<file path="src/rtl/oneshot_pkg.sv">
`timescale 1ns/1ps
package oneshot_pkg;
  // Strobes from control to datapath
  typedef struct packed {
    logic fire;   // accepted trigger: reload the pulse counter
    logic abort;  // clear active: zero the counter, force output low
  } osStrobe_t;
endpackage

</file>
<file path="src/rtl/oneshot_sync.sv">
`timescale 1ns/1ps
module oneshot_sync #(
  parameter int  STAGES  = 2,
  parameter bit  RST_VAL = 1'b0
) (
  input  logic clk,
  input  logic rst,
  input  logic din,
  output logic syncNow,
  output logic syncPrev
);
  logic [STAGES-1:0] pipe;
  logic              prevQ;

  always_ff @(posedge clk) begin
    if (rst) begin
      pipe  <= {STAGES{RST_VAL}};
      prevQ <= RST_VAL;
    end else begin
      pipe[0] <= din;
      for (int i = 1; i < STAGES; i++) pipe[i] <= pipe[i-1];
      prevQ <= pipe[STAGES-1];
    end
  end

  assign syncNow  = pipe[STAGES-1];
  assign syncPrev = prevQ;
endmodule

</file>
<file path="src/rtl/oneshot_ctrl.sv">
`timescale 1ns/1ps
module oneshot_ctrl
  import oneshot_pkg::*;
#(
  parameter int HOLDOFF = 2
) (
  input  logic      clk,
  input  logic      rst,
  input  logic      aNow,
  input  logic      aPrev,
  input  logic      bNow,
  input  logic      bPrev,
  input  logic      cNow,
  input  logic      cPrev,
  output osStrobe_t strobe
);
  localparam int HW = (HOLDOFF < 1) ? 1 : $clog2(HOLDOFF + 1);

  logic [HW-1:0] holdCnt;
  logic aFall, bRise, cRise, armed, candidate;

  assign aFall = aPrev & ~aNow;
  assign bRise = ~bPrev & bNow;
  assign cRise = ~cPrev & cNow;
  assign armed = (holdCnt == '0);

  // Three trigger routes, each gated by the level of the other input(s)
  assign candidate = (aFall & bNow) | (bRise & ~aNow) | (cRise & ~aNow & bNow);

  assign strobe.abort = ~cNow;
  assign strobe.fire  = candidate & armed & cNow;

  always_ff @(posedge clk) begin
    if (rst || strobe.abort)  holdCnt <= '0;
    else if (strobe.fire)     holdCnt <= HW'(HOLDOFF);
    else if (!armed)          holdCnt <= holdCnt - 1'b1;
  end
endmodule

</file>
<file path="src/rtl/oneshot_datapath.sv">
`timescale 1ns/1ps
module oneshot_datapath
  import oneshot_pkg::*;
#(
  parameter int WIDTH_W   = 8,
  parameter bit SCALE_SEL = 1'b1
) (
  input  logic               clk,
  input  logic               rst,
  input  logic [WIDTH_W-1:0] widthCfg,
  input  osStrobe_t          strobe,
  output logic               pulseOn
);
  localparam int PROD_W = WIDTH_W + 6;

  logic [WIDTH_W-1:0] rawLen, loadLen, cnt;

  generate
    if (SCALE_SEL) begin : g_frac
      logic [PROD_W-1:0] prod;
      assign prod   = PROD_W'(widthCfg) * PROD_W'(46);
      assign rawLen = WIDTH_W'(prod / PROD_W'(100));
    end else begin : g_full
      assign rawLen = widthCfg;
    end
  endgenerate

  assign loadLen = (rawLen == '0) ? WIDTH_W'(1) : rawLen;

  always_ff @(posedge clk) begin
    if (rst || strobe.abort) cnt <= '0;
    else if (strobe.fire)    cnt <= loadLen;
    else if (cnt != '0)      cnt <= cnt - 1'b1;
  end

  assign pulseOn = (cnt != '0) & ~strobe.abort;
endmodule

</file>
<file path="src/rtl/oneshot_pulse.sv">
`timescale 1ns/1ps
module oneshot_pulse
  import oneshot_pkg::*;
#(
  parameter int WIDTH_W     = 8,
  parameter bit SCALE_SEL   = 1'b1,
  parameter int SYNC_STAGES = 2,
  parameter int HOLDOFF     = 2
) (
  input  logic               clk,
  input  logic               rst,
  input  logic               trigA,
  input  logic               trigB,
  input  logic               clrN,
  input  logic [WIDTH_W-1:0] widthCfg,
  output logic               q,
  output logic               qN
);
  logic aNow, aPrev, bNow, bPrev, cNow, cPrev, pulseOn;
  osStrobe_t strobe;

  oneshot_sync #(.STAGES(SYNC_STAGES), .RST_VAL(1'b1)) u_syncA (
    .clk(clk), .rst(rst), .din(trigA), .syncNow(aNow), .syncPrev(aPrev));
  oneshot_sync #(.STAGES(SYNC_STAGES), .RST_VAL(1'b0)) u_syncB (
    .clk(clk), .rst(rst), .din(trigB), .syncNow(bNow), .syncPrev(bPrev));
  oneshot_sync #(.STAGES(SYNC_STAGES), .RST_VAL(1'b1)) u_syncC (
    .clk(clk), .rst(rst), .din(clrN), .syncNow(cNow), .syncPrev(cPrev));

  oneshot_ctrl #(.HOLDOFF(HOLDOFF)) u_ctrl (
    .clk(clk), .rst(rst), .aNow(aNow), .aPrev(aPrev), .bNow(bNow),
    .bPrev(bPrev), .cNow(cNow), .cPrev(cPrev), .strobe(strobe));

  oneshot_datapath #(.WIDTH_W(WIDTH_W), .SCALE_SEL(SCALE_SEL)) u_dp (
    .clk(clk), .rst(rst), .widthCfg(widthCfg), .strobe(strobe), .pulseOn(pulseOn));

  assign q  = pulseOn;
  assign qN = ~pulseOn;
endmodule

</file>
<file path="config.mk">
export PLATFORM = sky130hd
export DESIGN_NAME = oneshot_pulse
export DESIGN_NICKNAME = d
export VERILOG_FILES = /design/src/rtl/oneshot_pkg.sv /design/src/rtl/oneshot_sync.sv /design/src/rtl/oneshot_ctrl.sv /design/src/rtl/oneshot_datapath.sv /design/src/rtl/oneshot_pulse.sv
export SDC_FILE = /design/constraint.sdc
export NUM_CORES = 1
export LEC_CHECK = 0
export BUFFER_PORTS_ARGS = -buffer_cell sky130_fd_sc_hd__buf_2
export CAP_MARGIN = 5
export CORE_UTILIZATION = 45
export CTS_BUF_LIST = sky130_fd_sc_hd__clkbuf_8
export DETAILED_ROUTE_END_ITERATION = 8
export SYNTH_ARGS = -nofsm -noshare
export SYNTH_HDL_FRONTEND = slang
export SYNTH_SLANG_ARGS = --single-unit
</file>
<file path="constraint.sdc">
create_clock -name clk -period 8.8 [get_ports clk]
set_input_delay 1.32 -clock clk [delete_from_list [all_inputs] [get_ports clk]]
set_output_delay 1.32 -clock clk [all_outputs]
set_load 0.05 [all_outputs]
</file>
==> qor.txt, run 1 <==
CTS Sinks = 19
Post-synth top area cell = dfxtp_1
Synth-to-layout area growth = 4.964%
CP max stage delay = 0.58 ns
Hold_sp = u_syncA.pipe[0]
Post-synth EDFFs = 0
Post_cts resized = 0
N_diodes = 0
Die ar. = 0.008943 mm2
Detailed Routing Iterations Pass 1 = 5
Final worst setup slack = 0.7044 ns
Max-slew headroom = 25.29%
Fill count = 814
Initial Utilization = 46.70%
Grt ovf = 0
Library cells used by synthesis = 93
Die height = 94.57 um
RSZ-0062 raised after global routing = no
Aggregate global-route resource usage = 24.13%
Syn Nets = 551
# Post-CTS Setup Buffers = 0
CP Class = in -> reg
CP required = 9.00 ns
CTS Buffer Depth = 2
Post-route clock skew = 0.003016 ns
Drt wl/cell = 16.79 um
Chip Width = 94.57 um
GP Congestion = 1.003
Routed vias = 3,960
Minimum clock period = 8.096 ns
Root buf cell = clkbuf_8
Commonest register cell after synthesis = dfxtp_1
Post-DP HPWL = 8142 um
Synthesized flop and latch total = 19
Buffers & Inverters on Critical Path = 3
Status = finished, final reports clean
Placed cell area = 0.004001 mm2
Post-synth top cells = 40 x nand2_1, 38 x a21oi_1, 33 x inv_1
FFs w/ async S/R, synth = 0%
Worst slew pin tran = 1.113 ns
Initial antenna violation count = 0
Worst r2r src = u_dp.cnt[3]
Vias in the first global route = 3,671
Worst min path class = reg -> reg
Syn_area_per_cell = 7.728 um2
Synth top area share = 9.864%
Synth area leaders = dfxtp_1 9.9%, ha_1 9.4%, fa_1 5.2%, a21oi_1 4.9%, nand2_1 3.9%
Critical-path top delay cell = o311ai_2
Avg Vias per Cell = 6.492
CTS tree = built
H-tree Lvls = 1
Crit path launch type = input port
Antenna viol nets, final = 0
Pre-CTS WS = 0.4929 ns
CP Launch Point = widthCfg[1]
CP endpoint kind = flip-flop
CTS buffer count = 3
Critical Path AT = 8.30 ns
Final setup TNS = 0 ns
Worst-path fanout max = 14
Fin nets = 558
PortBufs = 14
FP Rows = 33
Core Region = 0.008258 mm2
Period utilization = 92.00%
Final wirelength = 10,240 um
Yosys warnings = 0
Final setup fails = 0
Largest net degree at the start of global routing = 18
Hold-fix buffers, CTS = 0
Global-route wire length before repair = 17,600 um
Worst-path clk slew = 0.07 ns
Mapped Cells = 499
Post-Syn Area = 0.003856 mm2
Drt drc = 0
Worst skew pair latency = 0.26 ns
Max_cap viols = 0
Top-count cell post-synth = nand2_1
Final non-filler cell area = 0.004048 mm2
Delay-heaviest family, CP = compound AO/OA/AOI/OAI gates
Initial drt markers = 400
Sequential share of the synthesized area = 9.864%
Slew Viols, Final = 0
Share of cells above drive strength 1 = 15.25%
Fmax = 123.5 MHz
Final hold viol count = 0
IO Pins = 15
## cells in the final DEF (no fill, tap or decap), types with 5 or more instances in the layout
| master | netlist | layout |
|---|---|---|
| inv_1 | 33 | 33 |
| nor2_1 | 30 | 30 |
| fa_1 | 10 | 10 |
| buf_2 | 5 | 14 |
| nor4_1 | 6 | 6 |
| nand2b_1 | 6 | 6 |
| a21o_1 | 8 | 8 |
| or2_2 | 7 | 7 |
| ha_1 | 29 | 29 |
| o31a_1 | 5 | 5 |
| a21oi_1 | 38 | 38 |
| o211ai_1 | 11 | 11 |
| nor2b_1 | 7 | 7 |
| dfxtp_1 | 19 | 19 |
| nand3_1 | 22 | 22 |
| a211oi_1 | 13 | 13 |
| and3_1 | 6 | 6 |
| a211o_1 | 7 | 7 |
| xnor2_1 | 9 | 9 |
| nor3_1 | 20 | 20 |
| o21ai_0 | 21 | 21 |
| nand4_1 | 6 | 6 |
| xor2_1 | 6 | 6 |
| o22ai_1 | 6 | 6 |
| nand2_1 | 40 | 40 |
| buf_4 | 1 | 10 |
## sequential cells by signal, summed over array words and instances (netlist names)
name / flops
u_syncA.pipe: 2
u_syncC.syncPrev: 1
u_ctrl.holdCnt: 2
u_syncA.syncPrev: 1
u_dp.cnt: 8
u_syncB.syncPrev: 1
u_syncC.pipe: 2
u_syncB.pipe: 2
## per-layer routing
metal,wire (um),vias up,GRT usage [%]
li1,-,1927,-
met1,5003,1846,34.84
met2,4505,157,39.13
met3,597,30,2.254
met4,136,0,4.293
met5,0,-,0
## cells by family after synthesis
family / synth area share [%]
buf+inv: 6.619
mux: 1.395
fa+ha+maj: 14.60
flops: 9.864
simple gates: 23.95
compound gates: 38.19
xor+xnor: 5.386
## worst register-to-register path, cell delays in order (launching register included)
cell     delay (ns)
dfxtp_1        0.35
or4_1          0.55
or4b_2         0.76
nor3b_1        0.20
xor2_1         0.15
a21oi_1        0.16
nor2_1         0.06
## metrics by stage
stage | hold slack [ns] | instances | util [%]
after global placement | 0.3961 | 606 | 48.45
after global routing | 0.4389 | 610 | 49.02
after detailed placement | 0.3938 | 606 | 48.45
final | 0.4101 | 610 | 49.02
after floorplan | 0.3895 | 499 | -
after CTS | 0.4130 | 610 | 49.02
## layout make-up
class	count	area [um2]	share of cell area (%)
inverters	33	123.9	3.060
repair buffers	24	145.1	3.586
clock buffers	3	41.29	1.020
multi-input cells	425	3221	79.57
well taps	105	131.4	3.246
flip-flops and latches	19	380.4	9.397
clock inverters	1	5.005	0.1236
## final timing paths
path	endpoint	slack [ns]	cells after the start
max	u_dp.cnt[0]	0.70	25
max reg2reg	u_dp.cnt[4]	6.45	6
min	u_syncA.pipe[1]	0.41	1
min reg2reg	u_syncA.pipe[1]	0.41	1
Power of run 1 is not shown: default switching activity piles up to over one toggle a cycle in this logic, so the estimate is an artifact.
==> run 2: changes to the inputs <==
--- a/config.mk
+++ b/config.mk
@@ -10,6 +10,7 @@
 export CORE_UTILIZATION = 45
 export CTS_BUF_LIST = sky130_fd_sc_hd__clkbuf_8
 export DETAILED_ROUTE_END_ITERATION = 8
+export PLACE_DENSITY_LB_ADDON = 0.12
 export SYNTH_ARGS = -nofsm -noshare
 export SYNTH_HDL_FRONTEND = slang
 export SYNTH_SLANG_ARGS = --single-unit
==> run 2 against run 1 <==
Flip-flop and latch count stayed put. Final cell count is 0.16% higher. Critical path type unchanged. Sequential share of layout area hardly changed. Setup slack worse by 0.049 ns. Cell area is 0.19% higher. Hold slack worse by 0.0012 ns. Via count is 1.2% higher. First-iteration DRC count is 12% lower.
==> qor.txt, run 2 (same netlist as run 1, synthesis figures left out) <==
Status = finished, final reports clean (unchanged)
Largest net degree at the start of global routing = 18 (unchanged)
Most flop-heavy register = u_dp.cnt (unchanged)
Worst slew pin tran = 1.163 ns (was 1.113 ns)
WHS Path Cells = 1 (unchanged)
Global-route wire length before repair = 17,330 um (was 17,600 um)
Final worst setup slack = 0.6552 ns (was 0.7044 ns)
CP endpoint kind = flip-flop (unchanged)
Final hold viol count = 0 (unchanged)
Initial drt markers = 352 (was 400)
N_diodes = 0 (unchanged)
FF-to-FF path depth = 6 (unchanged)
H-tree Lvls = 1 (unchanged)
# Post-CTS Setup Buffers = 0 (unchanged)
Final setup fails = 0 (unchanged)
CP required = 8.95 ns (was 9.00 ns)
Pre-CTS WS = 0.4525 ns (was 0.4929 ns)
Avg Vias per Cell = 6.560 (was 6.492)
Max_cap viols = 0 (unchanged)
Fmax = 122.8 MHz (was 123.5 MHz)
Most frequent cells in the layout = 40 x nand2_1, 38 x a21oi_1, 33 x inv_1 (unchanged)
Fin nets = 559 (was 558)
IO Pins = 15 (unchanged)
Final setup TNS = 0 ns (unchanged)
Detailed Routing Iterations Pass 1 = 5 (unchanged)
Reg-to-reg setup timing slack = 6.51 ns (was 6.45 ns)
Die height = 94.57 um (unchanged)
RSZ-0062 raised after global routing = no (unchanged)
Max reg flops = 8 (unchanged)
WHS = 0.4088 ns (was 0.4101 ns)
Drt wl/cell = 16.85 um (was 16.79 um)
Worst skew pair latency = 0.26 ns (about the same)
GR Util met2 = 37.08% (was 39.13%)
Crit path launch type = input port (unchanged)
Routed vias = 4,008 (was 3,960)
CP Class = in -> reg (unchanged)
Post-route clock skew = 0.003530 ns (was 0.003016 ns)
Critical Path AT = 8.30 ns (about the same)
Drt drc = 0 (unchanged)
GP Congestion = 1.028 (was 1.003)
CTS buffer count = 3 (unchanged)
CTS tree = built (unchanged)
Aggregate global-route resource usage = 23.59% (was 24.13%)
Initial antenna violation count = 0 (unchanged)
CTS Buffer Depth = 2 (unchanged)
Slew Viols, Final = 0 (unchanged)
Initial Utilization = 46.70% (unchanged)
Share of cells above drive strength 1 = 15.42% (was 15.25%)
Worst min path class = reg -> reg (unchanged)
Post_cts resized = 0 (unchanged)
Max-slew headroom = 21.92% (was 25.29%)
PortBufs = 14 (unchanged)
Minimum clock period = 8.145 ns (was 8.096 ns)
CTS Sinks = 19 (unchanged)
Met1 usage = 34.35% (was 34.84%)
Period utilization = 92.55% (was 92.00%)
Antenna viol nets, final = 0 (unchanged)
Root buf cell = clkbuf_8 (unchanged)
Met3 GRT Util = 2.818% (was 2.254%)
Synth-to-layout area growth = 5.159% (was 4.964%)
Die ar. = 0.008943 mm2 (unchanged)
Commonest non-fill, non-tap cell in the layout = nand2_1 (unchanged)
Worst-path fanout max = 14 (unchanged)
Chip Width = 94.57 um (unchanged)
Post-DP HPWL = 8109 um (was 8142 um)
FP Rows = 33 (unchanged)
Core Region = 0.008258 mm2 (unchanged)
Vias in the first global route = 3,672 (was 3,671)
Worst-path clk slew = 0.07 ns (about the same)
Grt ovf = 0 (unchanged)
Most Crowded Layer GR = met2 (unchanged)
Final wirelength = 10,300 um (was 10,240 um)
Hold-fix buffers, CTS = 0 (unchanged)
-- run 2: critical path, cell delays in order --
cell and delay, ns:
buf_2 0.13, ha_1 0.29, inv_1 0.07, fa_1 0.45, fa_1 0.51, inv_1 0.04
ha_1 0.41, o211ai_2 0.18, o21ai_2 0.35, a311oi_2 0.21, nor2_2 0.51, mux2_2 0.40
a221oi_1 0.30, a41oi_1 0.12, nor4_4 0.45, nor2_1 0.13, o311ai_2 0.58, nor2_1 0.24
o41ai_4 0.39, a2111o_1 0.23, nor4b_1 0.24, o2bb2ai_1 0.14, o221ai_1 0.17, a32oi_1 0.14
o31a_1 0.28
-- run 2: routing by layer --
| metal | vias up | part of all wire [%] |
|---|---|---|
| met5 | - | 0 |
| met4 | 0 | 1.3 |
| met3 | 19 | 7.3 |
| met2 | 209 | 44 |
| met1 | 1852 | 47 |
| li1 | 1928 | - |
-- run 2: through the flow --
| step | util, % | cell area, um2 | instances |
|---|---|---|---|
| final | 49.11 | 4055 | 611 |
| after global routing | 49.11 | 4055 | 611 |
| after CTS | 49.11 | 4055 | 611 |
| after detailed placement | 48.55 | 4009 | 607 |
| after global placement | 48.55 | 4009 | 607 |
| after floorplan | - | 3856 | 499 |
-- run 2: path summary, 6_finish.rpt --
path	startpoint	endpoint
setup reg to reg	u_dp.cnt[3]	u_dp.cnt[4]
hold / removal	u_syncA.pipe[0]	u_syncA.pipe[1]
setup / recovery	widthCfg[1]	u_dp.cnt[0]
hold reg to reg	u_syncA.pipe[0]	u_syncA.pipe[1]
-- run 2: cell type report --
class,instances,area (um2)
Clock buffer,3,41.29
Clock inverter,1,5.005
Tap cell,105,131.4
Inverter,33,123.9
Sequential cell,19,380.4
Fill cell,844,4203
Multi-Input combinational cell,425,3221
Timing Repair Buffer,25,152.6
Power of run 2 is left out for the same reason.
